`src/rtl/guard_pkg.sv`:
```
package guard_pkg;
  localparam int ADDR_W = 12;
  localparam int DATA_W = 32;
  localparam int SEL_W  = 8;
  localparam logic [ADDR_W-1:0] OFS_SEL    = 12'h420;
  localparam logic [ADDR_W-1:0] OFS_LOCK   = 12'h520;
  localparam logic [ADDR_W-1:0] OFS_COMMIT = 12'h524;
  localparam logic [DATA_W-1:0] UNLOCK_KEY = 32'h0ACC_E551;
  localparam logic [SEL_W-1:0]  COMMIT_RST = '1;
  localparam logic [SEL_W-1:0]  SEL_RST    = '0;

  typedef struct packed {
    logic lock;
    logic commit;
    logic sel;
  } reg_hit_t;
endpackage

```
`src/rtl/guard_decode.sv`:
```
module guard_decode
  import guard_pkg::*;
(
  input  logic [ADDR_W-1:0] addr,
  output reg_hit_t          hit
);
  always_comb begin
    hit        = '0;
    hit.lock   = (addr == OFS_LOCK);
    hit.commit = (addr == OFS_COMMIT);
    hit.sel    = (addr == OFS_SEL);
  end
endmodule

```
`src/rtl/guard_lock.sv`:
```
module guard_lock
  import guard_pkg::*;
(
  input  logic              clk,
  input  logic              rst_n,
  input  logic              we,
  input  logic [DATA_W-1:0] wdata,
  output logic              locked
);
  always_ff @(posedge clk or negedge rst_n) begin
    if (!rst_n)  locked <= 1'b1;
    else if (we) locked <= (wdata != UNLOCK_KEY);
  end
endmodule

```
`src/rtl/guard_masked_reg.sv`:
```
module guard_masked_reg #(
  parameter int         W       = 8,
  parameter logic [W-1:0] RST_VAL = '0
) (
  input  logic         clk,
  input  logic         rst_n,
  input  logic         we,
  input  logic [W-1:0] wmask,
  input  logic [W-1:0] wdata,
  output logic [W-1:0] q
);
  for (genvar b = 0; b < W; b++) begin : g_bit
    always_ff @(posedge clk or negedge rst_n) begin
      if (!rst_n)                q[b] <= RST_VAL[b];
      else if (we && wmask[b])   q[b] <= wdata[b];
    end
  end
endmodule

```
`src/rtl/guard_readmux.sv`:
```
module guard_readmux
  import guard_pkg::*;
(
  input  logic              clk,
  input  logic              rst_n,
  input  logic              rd,
  input  reg_hit_t          hit,
  input  logic              locked,
  input  logic [SEL_W-1:0]  commit,
  input  logic [SEL_W-1:0]  sel,
  output logic [DATA_W-1:0] rdata
);
  localparam int PAD_W = DATA_W - SEL_W;
  logic [DATA_W-1:0] rd_val;

  always_comb begin
    rd_val = '0;
    if (hit.lock)   rd_val = {{(DATA_W-1){1'b0}}, locked};
    if (hit.commit) rd_val = {{PAD_W{1'b0}}, commit};
    if (hit.sel)    rd_val = {{PAD_W{1'b0}}, sel};
  end

  always_ff @(posedge clk or negedge rst_n) begin
    if (!rst_n) rdata <= '0;
    else        rdata <= rd ? rd_val : '0;
  end
endmodule

```
`src/rtl/keyed_cfg_guard.sv`:
```
module keyed_cfg_guard
  import guard_pkg::*;
(
  input  logic              clk,
  input  logic              rst_n,
  input  logic [11:0]       bus_addr,
  input  logic              bus_wr,
  input  logic [31:0]       bus_wdata,
  input  logic              bus_rd,
  output logic [31:0]       bus_rdata,
  output logic [7:0]        alt_sel
);
  reg_hit_t          hit;
  logic              lock_q;
  logic [SEL_W-1:0]  commit_q;
  logic [SEL_W-1:0]  sel_q;

  guard_decode u_dec (.addr(bus_addr), .hit(hit));

  guard_lock u_lock (
    .clk(clk), .rst_n(rst_n),
    .we(bus_wr && hit.lock), .wdata(bus_wdata), .locked(lock_q)
  );

  // commit mask: every bit writable only while the flag is clear
  guard_masked_reg #(.W(SEL_W), .RST_VAL(COMMIT_RST)) u_commit (
    .clk(clk), .rst_n(rst_n),
    .we(bus_wr && hit.commit), .wmask({SEL_W{~lock_q}}),
    .wdata(bus_wdata[SEL_W-1:0]), .q(commit_q)
  );

  // selection register: per-bit gating by the commit mask
  guard_masked_reg #(.W(SEL_W), .RST_VAL(SEL_RST)) u_sel (
    .clk(clk), .rst_n(rst_n),
    .we(bus_wr && hit.sel), .wmask(commit_q),
    .wdata(bus_wdata[SEL_W-1:0]), .q(sel_q)
  );

  guard_readmux u_rd (
    .clk(clk), .rst_n(rst_n), .rd(bus_rd), .hit(hit),
    .locked(lock_q), .commit(commit_q), .sel(sel_q), .rdata(bus_rdata)
  );

  assign alt_sel = sel_q;
endmodule

```
`config.mk`:
```
export PLATFORM = sky130hd
export DESIGN_NAME = keyed_cfg_guard
export DESIGN_NICKNAME = d
export VERILOG_FILES = /design/src/rtl/guard_pkg.sv /design/src/rtl/guard_decode.sv /design/src/rtl/guard_lock.sv /design/src/rtl/guard_masked_reg.sv /design/src/rtl/guard_readmux.sv /design/src/rtl/keyed_cfg_guard.sv
export SDC_FILE = /design/constraint.sdc
export NUM_CORES = 1
export LEC_CHECK = 0
export BUFFER_PORTS_ARGS = -buffer_cell sky130_fd_sc_hd__buf_4
export CORE_MARGIN = 5
export CORE_UTILIZATION = 35
export DETAILED_ROUTE_END_ITERATION = 7
export HOLD_SLACK_MARGIN = 0.12
export PLACE_DENSITY_LB_ADDON = 0.3
export SYNTH_ARGS = -nofsm -noshare
export SYNTH_HDL_FRONTEND = slang
export SYNTH_SLANG_ARGS = --single-unit
```
`constraint.sdc`:
```
create_clock -name clk -period 1.3 [get_ports clk]
set_input_delay 0.065 -clock clk [delete_from_list [all_inputs] [get_ports clk]]
set_output_delay 0.065 -clock clk [all_outputs]
set_load 0.01 [all_outputs]
```
==> flow_metrics.py, run 1 <==
metrics = {
    "route": {
        "drt_iter0_markers": 39,
        "first_pass_iters": 4,
        "route.detailed.drc": 0,
        "num_vias": 1149,
        "antenna_left": 0,
        "wire_per_inst_um": 14.0,
        "wl_um": 3470,
        "via_per_inst": 4.63,
    },
    "worst_setup_path": {
        "crit_slowest_cell": "or4b_4",
        "cp-start-kind": "primary input",
        "required_ps": 1500,
        "critPathKind": "primary input to register",
        "cp_cell_sequence": "buf_6 -> or4b_4 -> nor4bb_2 -> buf_4 -> and3b_2 -> buf_6 -> mux2_4",
        "slowest_delay_ps": 530,
        "path_max_fanout": 5,
        "critical_path.most_common_cell": "buf_6",
        "worstPathArrival_ps": 1760,
        "endpoint_kind": "register",
    },
    "power_and_ir_drop": {
        "p_leak_nw": 1.01,
        "p_clk_share_pct": 30.9,
        "p_sw_share_pct": 22.8,
        "share_comb_of_total_power_pct": 15.8,
        "p_per_area_mw_per_mm2": 713,
        "pwr-share-seq_pct": 53.3,
        "power_switching_mw": 0.334,
        "irDropWorstVdd_mv": 0.424,
        "p_int_mw": 1.13,
    },
    "global_routing": {
        "grt_pass1_wl_um": 5550,
        "grtUsageTotal_pct": 13.4,
        "grt_pass1_vias": 1251,
        "grt_max_degree": 26,
        "grt_antenna_before_repair": 0,
        "overflow": 0,
    },
    "synthesis": {
        "yosys.area_share.simple_pct": 17.2,
        "yosysWarnings": 0,
        "synth_cell_types": 28,
        "synth.most_common_cell": "buf_4",
        "synthMuxAreaShare_pct": 16.8,
        "synth-seq-cells": 25,
        "synth.top_cells.by_area": "dfrtp_1 (29%), dfstp_2 (17%), buf_4 (14%), mux2_4 (8.7%), mux2_1 (7.3%)",
        "synth_compound_area_share_pct": 4.34,
        "synthAdderAreaFrac_pct": 0,
        "yosysSeqAreaShare_pct": 46.1,
        "synth_commonest_cells": "buf_4 (25), dfrtp_1 (16), nor2_1 (10)",
        "synthXorXnorAreaFrac_pct": 0,
        "async_reset_ff_share_pct": 100,
        "synth_edf_count": 0,
        "avgSynthCellArea_um2": 11.6,
        "syn_inst": 119,
        "synth_top_area_share_pct": 29.0,
        "synth_top_family_by_area": "simple AND/OR/NAND/NOR gates",
        "synth_ff_type": "dfrtp_1",
        "syn_area_mm2": 0.00138,
        "synth_top_area_cell": "dfrtp_1",
    },
    "placed_design": {
        "gp_congestion": 0.769,
        "place_hpwl_um": 2730,
        "io_buffer_count": 63,
        "placed_cells": 236,
        "dp_slack_ps": -586,
    },
    "sta": {
        "period_needed_ps": 1560,
        "max_freq_mhz": 641,
        "rsz0062_at_grt": "true",
        "drv_slew": 0,
        "hold_viol_final": 0,
        "finalWorstSetupSlack_ps": -260,
        "setup_violations": 17,
        "skew_ps": 2.77,
        "post-route-period-util_pct": 120,
    },
    "cts": {
        "cts-root-buf": "clkbuf_8",
        "cts_inserted_buffers": 3,
        "insertion_delay_ps": 270,
        "clock_sinks": 25,
        "cts_tree": "done",
        "h-tree-depth": 1,
        "cts_buffer_depth": 2,
        "post-cts-setup-buffers": 0,
        "clkSlewWorstSetupHoldPaths_ps": 80,
    },
    "floorplan": {
        "floorplan.io_pins": 88,
        "fp.dieW_um": 72.9,
        "start_util_pct": 36.9,
        "row_count": 22,
        "core_mm2": 0.00374,
        "fp.dieArea_mm2": 0.00531,
        "die_y_um": 72.9,
    },
    "layout": {
        "fin_cells": 248,
        "antennaDiodeCount": 0,
        "fin_nets": 249,
        "final_layout_size_suffix_gt1_share_pct": 53.0,
        "area_growth_pct": 48.8,
    },
    "status": {
        "violations": "setup timing",
        "status": "finished, violations left",
    },
    "hold_path": {
        "min_path_type": "primary input to register",
    },
    "job": {
        "drv_cap": 0,
    },
}
## layout make-up
cell class | instances | area [um2]
multi-input cells | 88 | 657
flip-flops and latches | 25 | 637
well taps | 48 | 60.1
fillers | 362 | 1690
inverters | 1 | 3.75
clock buffers | 4 | 45.0
repair buffers | 82 | 654
## worst paths after layout
check | start | endpoint | slack, ps | cells past startpoint
max | bus_addr[1] | u_commit.q[4] | -260 | 7
min | bus_wdata[7] | u_sel.q[7] | 140 | 3
max reg2reg | u_lock.locked | u_commit.q[4] | 30 | 3
min reg2reg | u_sel.q[6] | u_sel.q[6] | 530 | 1
max in group asynchronous | rst_n | u_commit.q[6] | 790 | 2
min in group asynchronous | rst_n | u_rd.rdata[5] | 220 | 2
## layout by cell type, fill, tap and decap left out
cell type | netlist | layout
a22oi_1 | 8 | 8
nor3_1 | 1 | 1
nor4bb_1 | 5 | 4
buf_4 | 25 | 69
and4b_1 | 1 | 1
clkbuf_1 | 1 | 1
nor2_1 | 10 | 10
or4b_4 | 1 | 1
nand3_2 | 0 | 2
and3b_2 | 0 | 1
or3_1 | 1 | 1
nand3_1 | 9 | 7
nand2_1 | 1 | 1
inv_1 | 1 | 1
dfrtp_1 | 16 | 16
nor4_1 | 1 | 1
mux2_1 | 9 | 4
dlygate4sd3_1 | 0 | 8
nor3b_1 | 1 | 1
nand4_1 | 2 | 2
nand3b_1 | 1 | 1
clkbuf_8 | 0 | 3
and2_0 | 1 | 1
buf_6 | 1 | 5
mux2_2 | 1 | 1
conb_1 | 1 | 24
nor4bb_2 | 0 | 1
and2b_2 | 1 | 1
nor4b_1 | 1 | 1
mux2_4 | 8 | 13
dfstp_2 | 9 | 9
## metal layers
layer / global-route usage, % / up-vias / routed length, um
li1: - / 536 / -
met2: 23.2 / 73 / 1720
met4: 5.74 / 0 / 64
met5: 0 / - / 0
met3: 3.17 / 5 / 402
met1: 15.5 / 535 / 1280
## logic make-up (layout without fill, tap and decap cells)
family,Yosys count,count (layout)
other cells,1,24
flops,25,25
buf+inv,29,87
mux,18,18
simple gates,38,38
compound gates,8,8
## flip-flops by register name, summed over array words and instances, names as in the netlist
register / count
u_sel.q: 8
u_lock.locked: 1
u_commit.q: 8
u_rd.rdata: 8
## power groups by stage
stage,Sequential (mW),Combinational [mW],Clock [mW]
floorplan,0.796,0.113,0
global placement,0.796,0.202,0
detailed placement,0.796,0.206,0
CTS,0.782,0.229,0.472
global route,0.782,0.253,0.482
finish,0.782,0.231,0.454
## stage by stage
| stage | power (mW) | TNS [ps] | utilization [%] | hold slack [ps] | area, um2 |
|---|---|---|---|---|---|
| floorplan | 0.909 | -5360 | - | -231 | 1470 |
| global placement | 0.998 | -8910 | 50.1 | -25.1 | 1880 |
| detailed placement | 1.00 | -9580 | 50.1 | -16.9 | 1880 |
| CTS | 1.48 | -4010 | 54.5 | 129 | 2040 |
| global route | 1.52 | -4490 | 54.9 | 149 | 2060 |
| finish | 1.47 | -3680 | 54.9 | 139 | 2060 |
## critical path, delay by kind of cell
kind                   cells  cell delay, ps
AND/OR/NAND/NOR            3            1010
buffers and inverters      3             380
multiplexers               1             300
## repair_timing
action | in CTS | in global routing
hold buffers | 8 | 0
hold endpoints to repair | 38 | 0
resized for setup | 10 | 4
gates cloned | 0 | 0
endpoints found under the setup margin | 17 | 17
pin swaps | 3 | 2
Note: power is estimated with default switching activity, not from simulation.
==> run 2, diff against run 1 <==
- ABC_CLOCK_PERIOD_IN_PS: not set -> 1300
- CORE_MARGIN: 5 -> 3
- SLEW_MARGIN: not set -> 20
==> run 2 against run 1 <==
The run still ends with setup timing left. Setup slack improved by 7.1 ps. Flip-flop and latch count unchanged. Die area is 11% lower. Hold slack got worse by 16 ps. Critical path depth stayed put. Utilization fell by 0.17 points. Critical endpoint is now u_commit.q[0]. Largest cell class unchanged. Largest power group unchanged.
==> flow_metrics.py, run 2 (same netlist as run 1, synthesis figures left out) <==
metrics = {
    "cts": {
        "cts_inserted_buffers": 3,
        "cts_tree": "done",
        "h-tree-depth": 1,
        "clkSlewWorstSetupHoldPaths_ps": 90,
        "cts-root-buf": "clkbuf_8",
        "post-cts-setup-buffers": 0,
        "insertion_delay_ps": 270,
        "cts_buffer_depth": 2,
        "clock_sinks": 25,
    },
    "route": {
        "drt_iter0_markers": 51,
        "via_per_inst": 4.64,
        "wl_met1_um": 1320,
        "route.detailed.drc": 0,
        "route.top_layer_used": "met4",
        "wire_per_inst_um": 13.8,
        "num_vias": 1145,
        "first_pass_iters": 5,
        "antenna_left": 0,
        "routed-wl-met3_um": 333,
        "wl_met2_um": 1710,
        "wl_um": 3400,
    },
    "floorplan": {
        "floorplan.io_pins": 88,
        "core_mm2": 0.00374,
        "fp.dieW_um": 68.9,
        "start_util_pct": 36.9,
        "fp.dieArea_mm2": 0.00474,
        "die_y_um": 68.9,
        "row_count": 22,
    },
    "layout": {
        "reg.largest.list": "u_commit.q (8), u_rd.rdata (8), u_sel.q (8)",
        "area_growth_pct": 48.3,
        "mostFrequentLayoutCells": "buf_4 (72), conb_1 (24), dfrtp_1 (16)",
        "layout_commonest_cell": "buf_4",
        "fin_nets": 248,
        "fin_util_pct": 54.8,
        "final_layout_size_suffix_gt1_share_pct": 55.8,
        "nFillCells": 351,
        "multiInputGateArea_um2": 669,
        "antennaDiodeCount": 0,
        "seqCellArea_um2": 637,
    },
    "placed_design": {
        "place_hpwl_um": 2620,
        "io_buffer_count": 63,
        "gp_congestion": 0.753,
    },
    "global_routing": {
        "grtUsageTotal_pct": 14.5,
        "grt_antenna_before_repair": 0,
        "grt_pass1_vias": 1139,
        "grt_pass1_wl_um": 5110,
        "overflow": 0,
        "grt_max_degree": 26,
    },
    "sta": {
        "period_needed_ps": 1550,
        "setup_violations": 17,
        "drv_slew": 0,
        "hold_viol_final": 0,
        "finalWorstSetupSlack_ps": -253,
        "post-route-period-util_pct": 119,
        "max_freq_mhz": 644,
        "holdWs_ps": 123,
        "skew_ps": 2.62,
        "rsz0062_at_grt": "true",
    },
    "job": {
        "drv_cap": 0,
    },
    "worst_setup_path": {
        "path_max_fanout": 5,
        "cp-start-kind": "primary input",
        "critPathTopFamily": "simple AND/OR/NAND/NOR gates",
        "endpoint_kind": "register",
        "worstPathArrival_ps": 1750,
        "critical_path.most_common_cell": "buf_6",
        "slowest_delay_ps": 520,
        "critPathKind": "primary input to register",
        "cp_cell_sequence": "buf_6 -> or4b_4 -> nor4bb_1 -> buf_4 -> and3b_2 -> buf_6 -> mux2_4",
        "crit_buf_inv": 3,
        "crit_slowest_cell": "or4b_4",
        "required_ps": 1500,
    },
    "status": {
        "status": "finished, violations left",
        "violations": "setup timing",
    },
    "power_and_ir_drop": {
        "irDropWorstVdd_mv": 0.409,
        "p_leak_nw": 1.01,
        "p_per_area_mw_per_mm2": 717,
    },
    "hold_path": {
        "min_path_type": "primary input to register",
    },
}
-- run 2: changes by cell type in the layout (fill, tap and decap cells not counted), moves of 2 or more --
cell	previous run	this run
buf_4	69	72
buf_6	5	3
dlygate4sd3_1	8	6
nand3_1	7	4
nand3_2	2	5
-- run 2: power by group --
part,internal (mW),switching (mW)
logic,0.131,0.0991
clock network,0.214,0.243
registers,0.781,0.00131
total,1.13,0.343
-- run 2: metrics by stage --
stage / area [um2] / std cells / setup TNS (ps) / worst slack, ps / total power, mW
floorplan: 1470 / 142 / -5360 / -412 / 0.909
global placement: 1880 / 237 / -9390 / -558 / 1.00
detailed placement: 1880 / 237 / -9370 / -569 / 1.01
CTS: 2030 / 247 / -3740 / -266 / 1.48
global route: 2050 / 247 / -4060 / -266 / 1.53
finish: 2050 / 247 / -3650 / -253 / 1.47
-- run 2: worst paths after layout --
| kind | from | end | slack [ps] | cells past startpoint |
|---|---|---|---|---|
| max | bus_addr[4] | u_commit.q[0] | -250 | 7 |
| min | bus_addr[8] | u_rd.rdata[0] | 120 | 3 |
| max reg2reg | u_lock.locked | u_commit.q[2] | 30 | 3 |
| min reg2reg | u_sel.q[0] | u_sel.q[0] | 540 | 1 |
| max in group asynchronous | rst_n | u_commit.q[5] | 780 | 2 |
| min in group asynchronous | rst_n | u_rd.rdata[3] | 230 | 2 |
-- run 2: timing repair --
| action | in CTS | in global routing |
|---|---|---|
| pin swaps | 2 | 2 |
| hold endpoints to repair | 34 | 0 |
| hold buffers | 6 | 0 |
| endpoints found under the setup margin | 17 | 17 |
| resized for setup | 9 | 6 |
-- run 2: worst min-delay path, delay by kind of cell --
kind / cells / cell delay [ps]
buffers and inverters: 1 / 100
AO/OA/AOI/OAI: 1 / 70
AND/OR/NAND/NOR: 1 / 110
-- run 2: routing by layer --
layer  global-route usage [%]  vias up
met2                     25.6       67
met4                     4.38        0
met3                     2.92        4
li1                         -      536
met1                     17.7      538
met5                        0        -
-- run 2: final cells by class --
cell class | count | share of cell area [%]
Clock inverter | 1 | 0.244
Inverter | 1 | 0.183
Clock buffer | 3 | 2.01
Multi-Input combinational cell | 88 | 32.6
Timing Repair Buffer | 81 | 30.9
Tap cell | 48 | 2.93
Sequential cell | 25 | 31.1
==> run 3, diff against run 2 <==
- CORE_UTILIZATION: 35 -> 42
- GPL_TIMING_DRIVEN: not set -> 0
==> run 3 against run 2 <==
Via count grew 9.3%. Final cell count increased by 10%. Sequential share of layout area is 3.4 points lower. The run still ends with setup timing left.
==> flow_metrics.py, run 3 (same netlist as run 1, synthesis figures left out) <==
metrics = {
    "status": {
        "status": "finished, violations left",
        "violations": "setup timing",
    },
    "global_routing": {
        "use_met3_pct": 2.14,
        "grt.met2_usage_pct": 30.9,
        "use_met1_pct": 22.2,
        "grt_pass1_vias": 1247,
        "grt_pass1_wl_um": 5700,
        "grt_antenna_before_repair": 0,
        "grt_max_degree": 26,
        "grt-busiest-layer": "met2",
        "overflow": 0,
        "grtUsageTotal_pct": 17.9,
    },
    "floorplan": {
        "fp.dieArea_mm2": 0.00402,
        "row_count": 20,
        "start_util_pct": 44.6,
        "core_mm2": 0.00310,
        "fp.dieW_um": 63.4,
        "die_y_um": 63.4,
        "floorplan.io_pins": 88,
    },
    "worst_setup_path": {
        "cp-start-kind": "primary input",
        "slowest_delay_ps": 550,
        "path_max_fanout": 8,
        "required_ps": 1560,
        "crit_slowest_cell": "or4b_4",
        "cp_cell_sequence": "buf_6 -> or4b_4 -> nor4bb_4 -> buf_4 -> and3b_1 -> buf_6 -> mux2_4",
        "critical_path.most_common_cell": "buf_6",
        "endpoint_kind": "register",
        "worstPathArrival_ps": 1800,
        "critPathKind": "primary input to register",
    },
    "cts": {
        "cts-root-buf": "clkbuf_4",
        "clock_sinks": 25,
        "cts_inserted_buffers": 3,
        "clkSlewWorstSetupHoldPaths_ps": 130,
        "h-tree-depth": 1,
        "insertion_delay_ps": 310,
        "cts_tree": "done",
        "cts_buffer_depth": 2,
    },
    "sta": {
        "finalWorstSetupSlack_ps": -245,
        "skew_ps": 4.06,
        "fin_tns_setup_ps": -3630,
        "relSlewSlack_pct": 49.7,
        "hold_viol_final": 0,
        "period_needed_ps": 1550,
        "rsz0062_at_grt": "true",
        "max_freq_mhz": 647,
        "worstMarginPinSlew_ps": 751,
        "holdWs_ps": 129,
        "post-route-period-util_pct": 119,
        "drv_slew": 0,
        "setup_violations": 19,
    },
    "layout": {
        "multiInputGateArea_um2": 712,
        "seqCellArea_um2": 637,
        "mostFrequentLayoutCells": "buf_4 (90), conb_1 (24), mux2_4 (17)",
        "fin_cells": 272,
        "fin_nets": 277,
        "area_growth_pct": 66.8,
        "antennaDiodeCount": 0,
        "nFillCells": 226,
        "layout_commonest_cell": "buf_4",
        "reg.largest.list": "u_commit.q (8), u_rd.rdata (8), u_sel.q (8)",
        "final_layout_size_suffix_gt1_share_pct": 60.1,
    },
    "placed_design": {
        "io_buffer_count": 63,
        "placed_cells": 249,
        "gp_congestion": 0.726,
        "dp_slack_ps": -664,
        "place_hpwl_um": 2540,
    },
    "route": {
        "drt_iter0_markers": 59,
        "first_pass_iters": 4,
        "route.detailed.drc": 0,
        "num_vias": 1251,
        "wire_per_inst_um": 13.4,
        "via_per_inst": 4.60,
        "antenna_left": 0,
        "wl_um": 3640,
    },
    "power_and_ir_drop": {
        "irDropWorstVdd_mv": 0.351,
        "p_leak_nw": 1.17,
        "p_per_area_mw_per_mm2": 615,
    },
    "job": {
        "drv_cap": 0,
    },
    "hold_path": {
        "min_path_type": "primary input to register",
    },
}
==> run 3: changes by cell type in the layout (fill, tap and decap cells not counted), moves of 2 or more <==
cell           before  now
buf_4              72   90
clkbuf_4            0    3
mux2_4             14   17
buf_6               3    6
dlygate4sd3_1       6   12
nand3_1             4    2
clkbuf_8            3    0
clkbuf_1            0    2
mux2_1              3    0
==> run 3: cell type report <==
cell class                 instances  share of cell area [%]
inverter                           1                   0.163
sequential                        25                    27.6
tap                               44                    2.39
clock buffer                       4                    1.14
timing repair buffer              82                    28.8
multi-input combinational         88                    30.9
buffer                            28                    9.01
==> run 3: metrics by stage <==
step                      util, %  instance area (um2)  power (mW)
final                        74.3                 2310        1.42
after global routing         74.3                 2310        1.49
after CTS                    71.7                 2220        1.41
after detailed placement     64.4                 2000        1.05
after global placement       64.4                 2000        1.04
after floorplan                 -                 1470       0.909
==> run 3: final timing paths <==
| kind | start | end | slack [ps] | cells after the start |
|---|---|---|---|---|
| max | bus_addr[1] | u_commit.q[5] | -250 | 7 |
| min | bus_addr[9] | u_rd.rdata[6] | 130 | 4 |
| max reg2reg | u_lock.locked | u_commit.q[5] | 50 | 3 |
| min reg2reg | u_sel.q[7] | u_sel.q[7] | 560 | 1 |
| max in group asynchronous | rst_n | u_lock.locked | 840 | 2 |
| min in group asynchronous | rst_n | u_rd.rdata[6] | 170 | 2 |
==> run 3: worst max-delay path, delay by kind of cell <==
| kind | cells | cell delay (ps) |
|---|---|---|
| buf+inv | 3 | 430 |
| simple gates | 3 | 980 |
| mux | 1 | 320 |
==> run 3: timing repair <==
action | CTS | global route
setup endpoints to repair | 17 | 18
buffers inserted | 5 | 2
hold endpoints to repair | 43 | 8
pin swaps | 2 | 3
hold buffers | 11 | 1
gates resized for setup | 13 | 11
==> run 3: where the power goes <==
group	switching [mW]	internal (mW)	leakage, nW
logic	0.112	0.182	0.842
clock network	0.221	0.120	0.0150
registers	0.00130	0.782	0.316
total	0.334	1.08	1.17
==> run 3: per-layer routing <==
layer	share of wire (%)	vias to the layer above
met3	6.6	6
li1	-	593
met5	0	-
met2	51	65
met1	40	587
met4	1.9	0
